==> src/rtl/lbist_pkg.sv <==
package lbist_pkg;

   localparam int DW = 32;
   localparam int MAX_REGS = 16;
   localparam logic [DW-1:0] LFSR_POLY = 32'h8020_0003;
   localparam logic [DW-1:0] SEED_STEP = 32'h9E37_79B9;

   typedef enum logic [2:0] {
      ST_IDLE, ST_ISOLATE, ST_SHIFT, ST_COMPARE, ST_RESET, ST_RELEASE
   } seq_state_e;

   function automatic logic [DW-1:0] lfsr_next(input logic [DW-1:0] x);
      return (x >> 1) ^ (x[0] ? LFSR_POLY : '0);
   endfunction

   function automatic logic [DW-1:0] misr_next(input logic [DW-1:0] s,
                                               input logic [DW-1:0] d);
      return lfsr_next(s) ^ d;
   endfunction

   function automatic logic [DW-1:0] stage_mix(input logic [DW-1:0] x,
                                               input int unsigned i);
      return {x[DW-2:0], x[DW-1]} ^ (x >> (i + 1)) ^ DW'(i);
   endfunction

   function automatic logic [DW-1:0] seed_of(input logic [DW-1:0] base,
                                             input int unsigned idx);
      return (base ^ (DW'(idx) * SEED_STEP)) | DW'(1);
   endfunction

   function automatic logic [DW-1:0] golden_sig(input logic [DW-1:0] seed,
                                                input int unsigned len,
                                                input int unsigned nreg);
      logic [DW-1:0] gen;
      logic [DW-1:0] sig;
      logic [DW-1:0] bank [MAX_REGS];
      gen = seed;
      sig = '0;
      for (int k = 0; k < MAX_REGS; k++) bank[k] = '0;
      for (int unsigned c = 0; c < len; c++) begin
         sig = misr_next(sig, bank[nreg-1]);
         for (int unsigned i = nreg - 1; i >= 1; i--) bank[i] = stage_mix(bank[i-1], i);
         bank[0] = stage_mix(gen, 0);
         gen = lfsr_next(gen);
      end
      return sig;
   endfunction

endpackage

==> src/rtl/lbist_lfsr.sv <==
module lbist_lfsr
   import lbist_pkg::*;
(
   input  logic          clk,
   input  logic          rst_n,
   input  logic          load,
   input  logic [DW-1:0] seed,
   input  logic          step,
   output logic [DW-1:0] value
);
   always_ff @(posedge clk or negedge rst_n) begin
      if (!rst_n)    value <= DW'(1);
      else if (load) value <= seed;
      else if (step) value <= lfsr_next(value);
   end
endmodule

==> src/rtl/lbist_cut.sv <==
module lbist_cut
   import lbist_pkg::*;
#(
   parameter int NREG = 4
) (
   input  logic          clk,
   input  logic          rst_n,
   input  logic          clear,
   input  logic          step,
   input  logic          fault,
   input  logic [DW-1:0] stim,
   output logic [DW-1:0] resp
);
   logic [DW-1:0] bank [NREG];

   always_ff @(posedge clk or negedge rst_n) begin
      if (!rst_n)     bank[0] <= '0;
      else if (clear) bank[0] <= '0;
      else if (step)  bank[0] <= stage_mix(stim, 0) ^ DW'(fault);
   end

   for (genvar i = 1; i < NREG; i++) begin : g_stage
      always_ff @(posedge clk or negedge rst_n) begin
         if (!rst_n)     bank[i] <= '0;
         else if (clear) bank[i] <= '0;
         else if (step)  bank[i] <= stage_mix(bank[i-1], i);
      end
   end

   assign resp = bank[NREG-1];
endmodule

==> src/rtl/lbist_misr.sv <==
module lbist_misr
   import lbist_pkg::*;
(
   input  logic          clk,
   input  logic          rst_n,
   input  logic          clear,
   input  logic          step,
   input  logic [DW-1:0] din,
   output logic [DW-1:0] sig
);
   always_ff @(posedge clk or negedge rst_n) begin
      if (!rst_n)     sig <= '0;
      else if (clear) sig <= '0;
      else if (step)  sig <= misr_next(sig, din);
   end
endmodule

==> src/rtl/lbist_slice_ctrl.sv <==
module lbist_slice_ctrl
   import lbist_pkg::*;
#(
   parameter int            NSLICE    = 8,
   parameter int            SLICE_LEN = 64,
   parameter int            RST_CYC   = 4,
   parameter int            NREG      = 4,
   parameter int            NIRQ      = 4,
   parameter bit            IRQ_HOLD  = 1'b1,
   parameter logic [31:0]   BASE_SEED = 32'hC0DE_1234
) (
   input  logic            clk,
   input  logic            rst_n,
   input  logic            cfg_we,
   input  logic [1:0]      cfg_addr,
   input  logic [31:0]     cfg_wdata,
   output logic [31:0]     cfg_rdata,
   input  logic            abort_req,
   input  logic            flt_inj,
   input  logic [NIRQ-1:0] irq_in,
   output logic [NIRQ-1:0] irq_out,
   output logic            core_iso,
   output logic            core_rst,
   output logic            nmi_out,
   output logic            busy
);
   localparam int IDX_W = (NSLICE > 1) ? $clog2(NSLICE) : 1;
   localparam int CNT_W = $clog2(SLICE_LEN + 1);
   localparam int RCW   = $clog2(RST_CYC + 1);
   localparam logic [IDX_W-1:0] LAST_IDX = IDX_W'(NSLICE - 1);
   localparam logic [CNT_W-1:0] LAST_CNT = CNT_W'(SLICE_LEN - 1);
   localparam logic [RCW-1:0]   LAST_RST = RCW'(RST_CYC - 1);

   if (NSLICE < 2 || NSLICE > 256) begin : g_bad_nslice
      $error("NSLICE must be 2..256");
   end
   if (SLICE_LEN < 2) begin : g_bad_len
      $error("SLICE_LEN must be at least 2");
   end
   if (RST_CYC < 1) begin : g_bad_rst
      $error("RST_CYC must be at least 1");
   end
   if (NREG < 1 || NREG > MAX_REGS) begin : g_bad_nreg
      $error("NREG out of range");
   end
   if (NIRQ < 1 || NIRQ > 32) begin : g_bad_nirq
      $error("NIRQ must be 1..32");
   end

   seq_state_e       state;
   logic [CNT_W-1:0] shift_cnt;
   logic [RCW-1:0]   rst_cnt;
   logic [IDX_W-1:0] slice_idx;
   logic             st_done, st_fail, st_abort, st_wrap;
   logic             nmi_q;

   logic [DW-1:0]    seed_tab [NSLICE];
   logic [DW-1:0]    gold_tab [NSLICE];
   for (genvar s = 0; s < NSLICE; s++) begin : g_tab
      localparam logic [DW-1:0] SEED = seed_of(BASE_SEED, s);
      localparam logic [DW-1:0] GOLD = golden_sig(SEED, SLICE_LEN, NREG);
      assign seed_tab[s] = SEED;
      assign gold_tab[s] = GOLD;
   end

   logic start_cmd, abortable, shifting, launch;
   assign start_cmd = cfg_we && (cfg_addr == 2'd0) && cfg_wdata[0];
   assign abortable = (state == ST_ISOLATE) || (state == ST_SHIFT);
   assign shifting  = (state == ST_SHIFT);
   assign launch    = (state == ST_IDLE) && start_cmd;

   logic [DW-1:0] stim, resp, sig;

   lbist_lfsr u_lfsr (
      .clk(clk), .rst_n(rst_n), .load(launch), .seed(seed_tab[slice_idx]),
      .step(shifting), .value(stim)
   );

   lbist_cut #(.NREG(NREG)) u_cut (
      .clk(clk), .rst_n(rst_n), .clear(launch), .step(shifting),
      .fault(flt_inj), .stim(stim), .resp(resp)
   );

   lbist_misr u_misr (
      .clk(clk), .rst_n(rst_n), .clear(launch), .step(shifting),
      .din(resp), .sig(sig)
   );

   // sequencer
   always_ff @(posedge clk or negedge rst_n) begin
      if (!rst_n) begin
         state     <= ST_IDLE;
         shift_cnt <= '0;
         rst_cnt   <= '0;
      end else begin
         case (state)
            ST_IDLE:    if (start_cmd) state <= ST_ISOLATE;
            ST_ISOLATE: begin
               shift_cnt <= '0;
               rst_cnt   <= '0;
               state     <= abort_req ? ST_RESET : ST_SHIFT;
            end
            ST_SHIFT: begin
               shift_cnt <= shift_cnt + CNT_W'(1);
               if (abort_req)                  state <= ST_RESET;
               else if (shift_cnt == LAST_CNT) state <= ST_COMPARE;
            end
            ST_COMPARE: state <= ST_RESET;
            ST_RESET: begin
               rst_cnt <= rst_cnt + RCW'(1);
               if (rst_cnt == LAST_RST) state <= ST_RELEASE;
            end
            ST_RELEASE: state <= ST_IDLE;
            default:    state <= ST_IDLE;
         endcase
      end
   end

   // status and slice position
   always_ff @(posedge clk or negedge rst_n) begin
      if (!rst_n) begin
         slice_idx <= '0;
         st_done   <= 1'b0;
         st_fail   <= 1'b0;
         st_abort  <= 1'b0;
         st_wrap   <= 1'b0;
         nmi_q     <= 1'b0;
      end else begin
         nmi_q <= 1'b0;
         if (launch) begin
            st_done  <= 1'b0;
            st_fail  <= 1'b0;
            st_abort <= 1'b0;
            st_wrap  <= 1'b0;
         end else if (abortable && abort_req) begin
            st_done  <= 1'b1;
            st_abort <= 1'b1;
         end else if (state == ST_COMPARE) begin
            st_done  <= 1'b1;
            st_fail  <= (sig != gold_tab[slice_idx]);
            nmi_q    <= (sig != gold_tab[slice_idx]);
            st_wrap  <= (slice_idx == LAST_IDX);
            slice_idx <= (slice_idx == LAST_IDX) ? '0 : slice_idx + IDX_W'(1);
         end
      end
   end

   assign busy     = (state != ST_IDLE);
   assign core_iso = busy && (state != ST_RELEASE);
   assign core_rst = (state == ST_RESET);
   assign nmi_out  = nmi_q;

   // interrupt fencing
   if (IRQ_HOLD) begin : g_hold
      logic [NIRQ-1:0] held;
      always_ff @(posedge clk or negedge rst_n) begin
         if (!rst_n)                   held <= '0;
         else if (state == ST_RELEASE) held <= '0;
         else if (core_iso)            held <= held | irq_in;
      end
      assign irq_out = core_iso ? '0 : (irq_in | held);
   end else begin : g_drop
      assign irq_out = core_iso ? '0 : irq_in;
   end

   always_comb begin
      cfg_rdata = '0;
      if (cfg_addr == 2'd1) begin
         cfg_rdata[0]    = st_done;
         cfg_rdata[1]    = st_fail;
         cfg_rdata[2]    = st_abort;
         cfg_rdata[3]    = busy;
         cfg_rdata[4]    = st_wrap;
         cfg_rdata[15:8] = 8'(slice_idx);
      end
   end
endmodule

==> config.mk <==
export PLATFORM = sky130hd
export DESIGN_NAME = lbist_slice_ctrl
export DESIGN_NICKNAME = d
export VERILOG_FILES = /design/src/rtl/lbist_pkg.sv /design/src/rtl/lbist_lfsr.sv /design/src/rtl/lbist_cut.sv /design/src/rtl/lbist_misr.sv /design/src/rtl/lbist_slice_ctrl.sv
export SDC_FILE = /design/constraint.sdc
export NUM_CORES = 1
export LEC_CHECK = 0
export ABC_CLOCK_PERIOD_IN_PS = 3600
export CAP_MARGIN = 20
export CORE_MARGIN = 4
export CORE_UTILIZATION = 59
export CTS_CLUSTER_DIAMETER = 60
export DETAILED_ROUTE_END_ITERATION = 12
export PLACE_DENSITY_LB_ADDON = 0.25
export REMOVE_ABC_BUFFERS = 1
export SLEW_MARGIN = 20
export SYNTH_ARGS = -nofsm -noshare
export SYNTH_HDL_FRONTEND = slang
export SYNTH_SLANG_ARGS = --single-unit
==> constraint.sdc <==
create_clock -name clk -period 3.6 [get_ports clk]
set_clock_uncertainty 0.15 [all_clocks]
set_input_delay 0.72 -clock clk [delete_from_list [all_inputs] [get_ports clk]]
set_output_delay 0.72 -clock clk [all_outputs]
set_load 0.01 [all_outputs]
# ---- Word-level counts from Yosys, hierarchy flattened
# Memories as Yosys holds them, arrays and structs flattened.
# Cells that the tools add are included.
dict set report word_totals {
  ff_bits 217
  rom_bits 512
  word_cells 117
  n_memories 2
}
# name depth width read_ports rd_clocked_by_memory_dff wr line
set memory_table {}
lappend memory_table {{(name not given)} 8 32 1 0 0 lbist_slice_ctrl.sv:141} ;# nmi_q <= (sig != gold_tab[slice_idx]);
lappend memory_table {{(name not given)} 8 32 1 0 0 lbist_slice_ctrl.sv:75} ;# .clk(clk), .rst_n(rst_n), .load(launch), .seed(seed_tab[slice_idx]),
dict set report classes {
  addsub 3
  magnitude_cmp 1
  eq_ne 15
  muxes 46
  bitwise_logic 15
  n_reduce_logical 19
}
# operator n
set op_table {}
lappend op_table {{32-bit two-way mux} 18}
lappend op_table {{31-bit by 32-bit bitwise XOR with 32-bit output} 2}
lappend op_table {{32-bit != test} 1}
lappend op_table {{32-bit by 1-bit bitwise XOR with 32-bit output} 1}
lappend op_table {{32-bit by 28-bit bitwise XOR with 32-bit output} 1}
lappend op_table {{32-bit by 29-bit bitwise XOR with 32-bit output} 1}
lappend op_table {{32-bit by 30-bit bitwise XOR with 32-bit output} 1}
lappend op_table {{32-bit by 31-bit bitwise XOR with 32-bit output} 1}
lappend op_table {{32-bit bitwise XOR} 1}
lappend op_table {{3-bit two-way mux} 7}
lappend op_table {{3-bit case mux with 5 select lines} 1}
lappend op_table {{1-bit two-way mux} 14}
lappend op_table {{7-bit case mux with 2 select lines} 1}
lappend op_table {{4-bit two-way mux} 3}
lappend op_table {{2-bit nonzero test} 6}
lappend op_table {{3-bit by 2-bit == test with 1-bit output, second input constant} 3}
lappend op_table {{3-bit == test, second input constant} 3}
lappend op_table {{7-bit by 1-bit adder with 7-bit output, second input constant} 1}
lappend op_table {{7-bit by 6-bit == test with 1-bit output, second input constant} 1}
lappend op_table {{3-bit by 1-bit adder with 3-bit output, second input constant} 2}
lappend op_table {{3-bit case mux with 2 select lines} 1}
lappend op_table {{3-bit AND reduction} 2}
lappend op_table {{3-bit nonzero test} 2}
lappend op_table {{1-bit logical AND} 5}
lappend op_table {{other kinds (16)} 20}

# ---- Depth between registers and ports, before layout
# Gate-level depths: netlist (run 1).
dict set report depth {
  word_depth 8
  depth_mapped 10
  ltp_nobuf 9
}

# ---- By module
# Synthesis (run 1) repeated with hierarchy kept, for this count alone.
dict set report unflattened {
  hier_cells 1144
  area_unflattened_um2 11691.2
}
# module n_inst cells_each area_each_um2
set modules_own_cells {}
lappend modules_own_cells {lbist_cut 1 575 6284.8}
lappend modules_own_cells {lbist_slice_ctrl 1 284 2313.5}
lappend modules_own_cells {lbist_misr 1 142 1562.7}
lappend modules_own_cells {lbist_lfsr 1 143 1530.2}

# ---- Worst setup path before layout (run 1)
# No wires, ideal clock.
dict set report synth_path {
  path_type {reg2reg}
  from {register slice_idx[1]}
  to {register st_fail}
  arrival_ns 2.355
  slack_ns 0.963
  stages_incl_launch_ff 11
  synth_period_minus_slack_ns 2.637
  cell_sequence {dfrtp_1 -> buf_2 -> inv_1 -> ha_1 -> buf_2 -> inv_1 -> a211oi_1 -> o2111ai_1 -> or4_1 -> nor4_2 -> o21ai_1}
}
dict set report synth_via {
  elab_chain_len 8
}
# element line
set synth_lines {}
lappend synth_lines {{start, declared} lbist_slice_ctrl.sv:53} ;# logic [IDX_W-1:0] slice_idx;
lappend synth_lines {{start signal, assigned} lbist_slice_ctrl.sv:143} ;# slice_idx <= (slice_idx == LAST_IDX) ? '0 : slice_idx + IDX_W'(1);
lappend synth_lines {{3-bit inverter with 4-bit output (implied by the code)} lbist_slice_ctrl.sv:140} ;# st_fail <= (sig != gold_tab[slice_idx]);
lappend synth_lines {{memory read 8 x 32 bit} -}
lappend synth_lines {{32-bit two-way mux (2 in a row)} -}
lappend synth_lines {{32-bit != test} -}
lappend synth_lines {{1-bit two-way mux} lbist_slice_ctrl.sv:138} ;# end else if (state == ST_COMPARE) begin
lappend synth_lines {{1-bit two-way mux} lbist_slice_ctrl.sv:135} ;# end else if (abortable && abort_req) begin
lappend synth_lines {{1-bit two-way mux} lbist_slice_ctrl.sv:130} ;# if (launch) begin
lappend synth_lines {{end signal, assigned} lbist_slice_ctrl.sv:140}
lappend synth_lines {{end, declared} lbist_slice_ctrl.sv:54} ;# logic st_done, st_fail, st_abort, st_wrap;
# Every way passes these cells. The select of a mux whose other input is x is not followed.
# A chain may end at the register's enable or synchronous reset.

# ---- Worst setup path in the final report (run 1)
dict set report layout_path {
  from {input port cfg_addr[0]}
  to {output port cfg_rdata[4]}
}
dict set report layout_via {
  elab_chain_len 2
}
# element line
set layout_lines {}
lappend layout_lines {{start, declared} lbist_slice_ctrl.sv:15} ;# input logic [1:0] cfg_addr,
lappend layout_lines {{2-bit by 1-bit == test with 1-bit output} lbist_slice_ctrl.sv:168} ;# if (cfg_addr == 2'd1) begin
lappend layout_lines {{5-bit two-way mux} lbist_slice_ctrl.sv:168}
lappend layout_lines {{end, declared} lbist_slice_ctrl.sv:17} ;# output logic [31:0] cfg_rdata,
# Every way passes these cells.

==> impl_metrics.ini, run 1 <==
[run_status]
outcome = completed

[worst_setup_path]
slowest_delay_ns = 0.53
reg2reg_from = slice_idx[0]$_DFFE_PN0P_
slowest_stage = clkdlybuf4s50_1
critPathRequiredTime_ns = 2.73
path_buf_inv = 2
cp-startpoint = cfg_addr[0]
crit_chain = clkdlybuf4s50_1 -> nor2b_1 -> and2_1 -> clkdlybuf4s50_1
critPathArrivalTime_ns = 2.24
startpoint_type = primary input
crit_type = primary input to output pin
crit_top_cell = clkdlybuf4s50_1
critPathCaptureType = output pin
cp_max_fo = 8
rrSetupSlack_ns = 0.61
crit_family = buffers and inverters

[logic_synthesis]
seq_area_frac_synth = 0.495
synth_cell_types = 59
yosys_register_bits = 217
yosys_warnings = 0
async_reset_ff_frac = 1.00
ys.flop_type = dfrtp_1
synth.avg_cell_area_um2 = 9.81
synth_enable_flop_cells = 0
syn-cell-area_um2 = 11000
netlist_instances = 1118

[timing]
worstMarginPinSlew_ns = 0.833
setup_viol = 0
period_needed_ns = 3.11
relSlewSlack = 0.445
finalCritPeriodShare = 0.865
fmaxAchievable_mhz = 321
hold_viol_final = 0
timing.hold.ws_ns = 0.0670
rsz0062_at_grt = no
layout_setup_ws_ns = 0.487
finalMaxSlewViolations = 0

[global_routing]
antenna_found_initial = 1
grt_pass1_vias = 7662
grt_usage = 0.236
grt_pass1_wl_mm = 39.2
grt.overflow.total = 0
grt_start_max_net_pins = 104

[route]
dr.first_iter.drc_count = 623
wirelength_mm = 24.1
wl_per_cell_um = 17.7
drc = 0
ant_nets = 0
vias = 7924
via_per_inst = 5.84
dr.pass1.iters = 5

[cts]
cts_made_buffers = 23
post-cts-setup-buffers = 0
cts_tree = built
clkSinkCount = 217
clock_path_buffers = 3
cts_root_buffer = clkbuf_16
cts_repair_resize_count = 0
cts-htree-levels = 1
path_clk_slew_ns = 0.06
clk_latency_ns = 0.53
hold_buffers = 0

[run]
drv_cap = 0

[layout]
fin_nets = 1170
layout-drive-gt1-share = 0.0603
diodes = 0
final_cell_area_um2 = 12100
final-instance-count-excl-fill = 1356
syn_to_final_growth_pct = 9.90

[placement]
dpl.cell_count = 1314
place.port_buffers = 27
dp_slack_ns = 0.483
placed_area_um2 = 11300
gp_congestion = 0.871
hpwl_mm = 16.0

[floorplanning]
coreArea_um2 = 18100
start_util = 0.605
die_area_um2 = 20800
die_y_um = 144
die-width_um = 144
ios = 83
rows = 49

[power_and_ir_drop]
power_density_nw_per_um2 = 871
leakagePower_uw = 0.00508
ir_worst_vdd_mv = 0.455

[min_path]
hold_class = primary input to async pin
==> cells in the final DEF (no fill, tap or decap), drive strengths merged, types with 3 or more instances in the layout <==
cell / instances
dfrtp: 216
o21ai: 162
xnor2: 158
nand3: 143
nand2: 75
nor2: 58
clkbuf: 37
clkdlybuf4s50: 26
conb: 24
a211oi: 20
buf: 20
ha: 17
xor2: 16
a21oi: 15
inv: 15
a31oi: 14
mux2i: 10
and2: 8
o211ai: 7
a221o: 7
nand2b: 6
a22o: 5
nor3: 5
nor4: 5
and3: 4
o22ai: 4
nand3b: 3
a22oi: 3
o21bai: 3
nand4: 3
a21o: 3
o31ai: 3
or3: 3
==> Yosys cell counts (3+ instances only) <==
library cell	instances	area share
ha_1	17	0.019
mux2i_1	10	0.0091
nand3b_1	3	0.0021
nor3_1	4	0.0018
inv_1	12	0.0041
buf_2	15	0.0068
a211oi_1	20	0.014
o211ai_1	7	0.0048
a22oi_1	3	0.0021
nand2_1	75	0.026
and2_1	8	0.0046
nand4_1	3	0.0017
nand3_1	143	0.065
buf_6	9	0.0092
o21bai_1	3	0.0021
a31oi_1	14	0.0080
a21oi_1	15	0.0068
nor4_1	3	0.0017
buf_4	26	0.018
xnor2_1	158	0.13
a22o_1	5	0.0040
o31ai_1	3	0.0021
o22ai_1	4	0.0023
nand2b_1	6	0.0034
dfrtp_1	216	0.49
buf_1	15	0.0051
a21o_1	3	0.0021
xor2_1	16	0.013
a221o_1	7	0.0064
o21ai_0	161	0.073
nor2_1	57	0.020
and3_1	4	0.0023
clkbuf_1	37	0.013
==> per-layer routing <==
metal  up-vias  routed length, µm  GRT usage
met1      3818              10700      0.333
met4         2                693     0.0653
met3        56               1370     0.0367
met5         -                 12          0
li1       3813                  -          -
met2       235              11200      0.385
==> worst paths after layout <==
kind                                                   end  cells past startpoint
worst max-delay path                          cfg_rdata[4]                      4
worst min-delay path            u_misr.sig[31]$_DFFE_PN0P_                      1
worst max register to register         st_fail$_DFFE_PN0P_                     10
worst min register to register      rst_cnt[2]$_DFFE_PN0P_                      2
max in group asynchronous       u_misr.sig[12]$_DFFE_PN0P_                      2
min in group clk                    rst_cnt[2]$_DFFE_PN0P_                      2
==> sequential cells by signal (all words and copies together) (netlist names) <==
| signal | flops |
|---|---|
| st_done | 1 |
| st_fail | 1 |
| rst_cnt | 3 |
| slice_idx | 3 |
| u_cut.resp | 32 |
| st_wrap | 1 |
| u_cut.bank | 96 |
| nmi_out | 1 |
| state | 3 |
| shift_cnt | 7 |
| st_abort | 1 |
| u_lfsr.value | 32 |
| u_misr.sig | 32 |
| g_hold.held | 4 |
==> worst register-to-register path: cells and delay by family, from the launching register on <==
kind / cells / cell delay [ns]
adder cells (fa/ha/maj): 2 / 0.52
buffers and inverters: 3 / 0.63
flip-flops: 1 / 0.38
AO/OA/AOI/OAI: 2 / 0.52
AND/OR/NAND/NOR: 3 / 0.68
==> cell families after synthesis <==
group           synth area share
compound gates             0.139
xor+xnor                   0.139
fa+ha+maj                 0.0194
buf+inv                   0.0564
flops                      0.495
mux                       0.0112
other cells             0.000342
simple gates               0.139
==> power breakdown <==
group	leakage [µW]	total [µW]	switching [µW]	internal (µW)
Sequential	0.00282	4760	1280	3480
Combinational	0.00190	3390	1550	1850
Clock	0.000368	2350	965	1390
Total	0.00508	10500	3790	6710
==> per-stage QoR <==
step	TNS [ns]	total power [µW]	util
after CTS	0	10600	0.664
final	0	10500	0.664
after detailed placement	0	8170	0.623
after floorplan	-374.37	7080	-
after global placement	0	8010	0.623
after global routing	0	11200	0.664
==> final cells by class <==
| type | count | area, µm² |
|---|---|---|
| Fill cell | 1420 | 6090 |
| Clock buffer | 37 | 688 |
| Multi-Input combinational cell | 808 | 5030 |
| Clock inverter | 5 | 67.6 |
| Sequential cell | 217 | 5430 |
| Timing Repair Buffer | 46 | 505 |
| Tap cell | 229 | 287 |
| Inverter | 14 | 52.6 |
Note: power is estimated with default switching activity, not from simulation.
==> inputs of run 2 (changes only) <==
--- a/config.mk
+++ b/config.mk
@@ -13,6 +13,7 @@
 export DETAILED_ROUTE_END_ITERATION = 12
 export PLACE_DENSITY_LB_ADDON = 0.25
 export REMOVE_ABC_BUFFERS = 1
+export SKIP_CTS_REPAIR_TIMING = 1
 export SLEW_MARGIN = 20
 export SYNTH_ARGS = -nofsm -noshare
 export SYNTH_HDL_FRONTEND = slang
==> results of run 2 <==
Same layout as run 1: the final DEF is identical, and so are final timing and power.
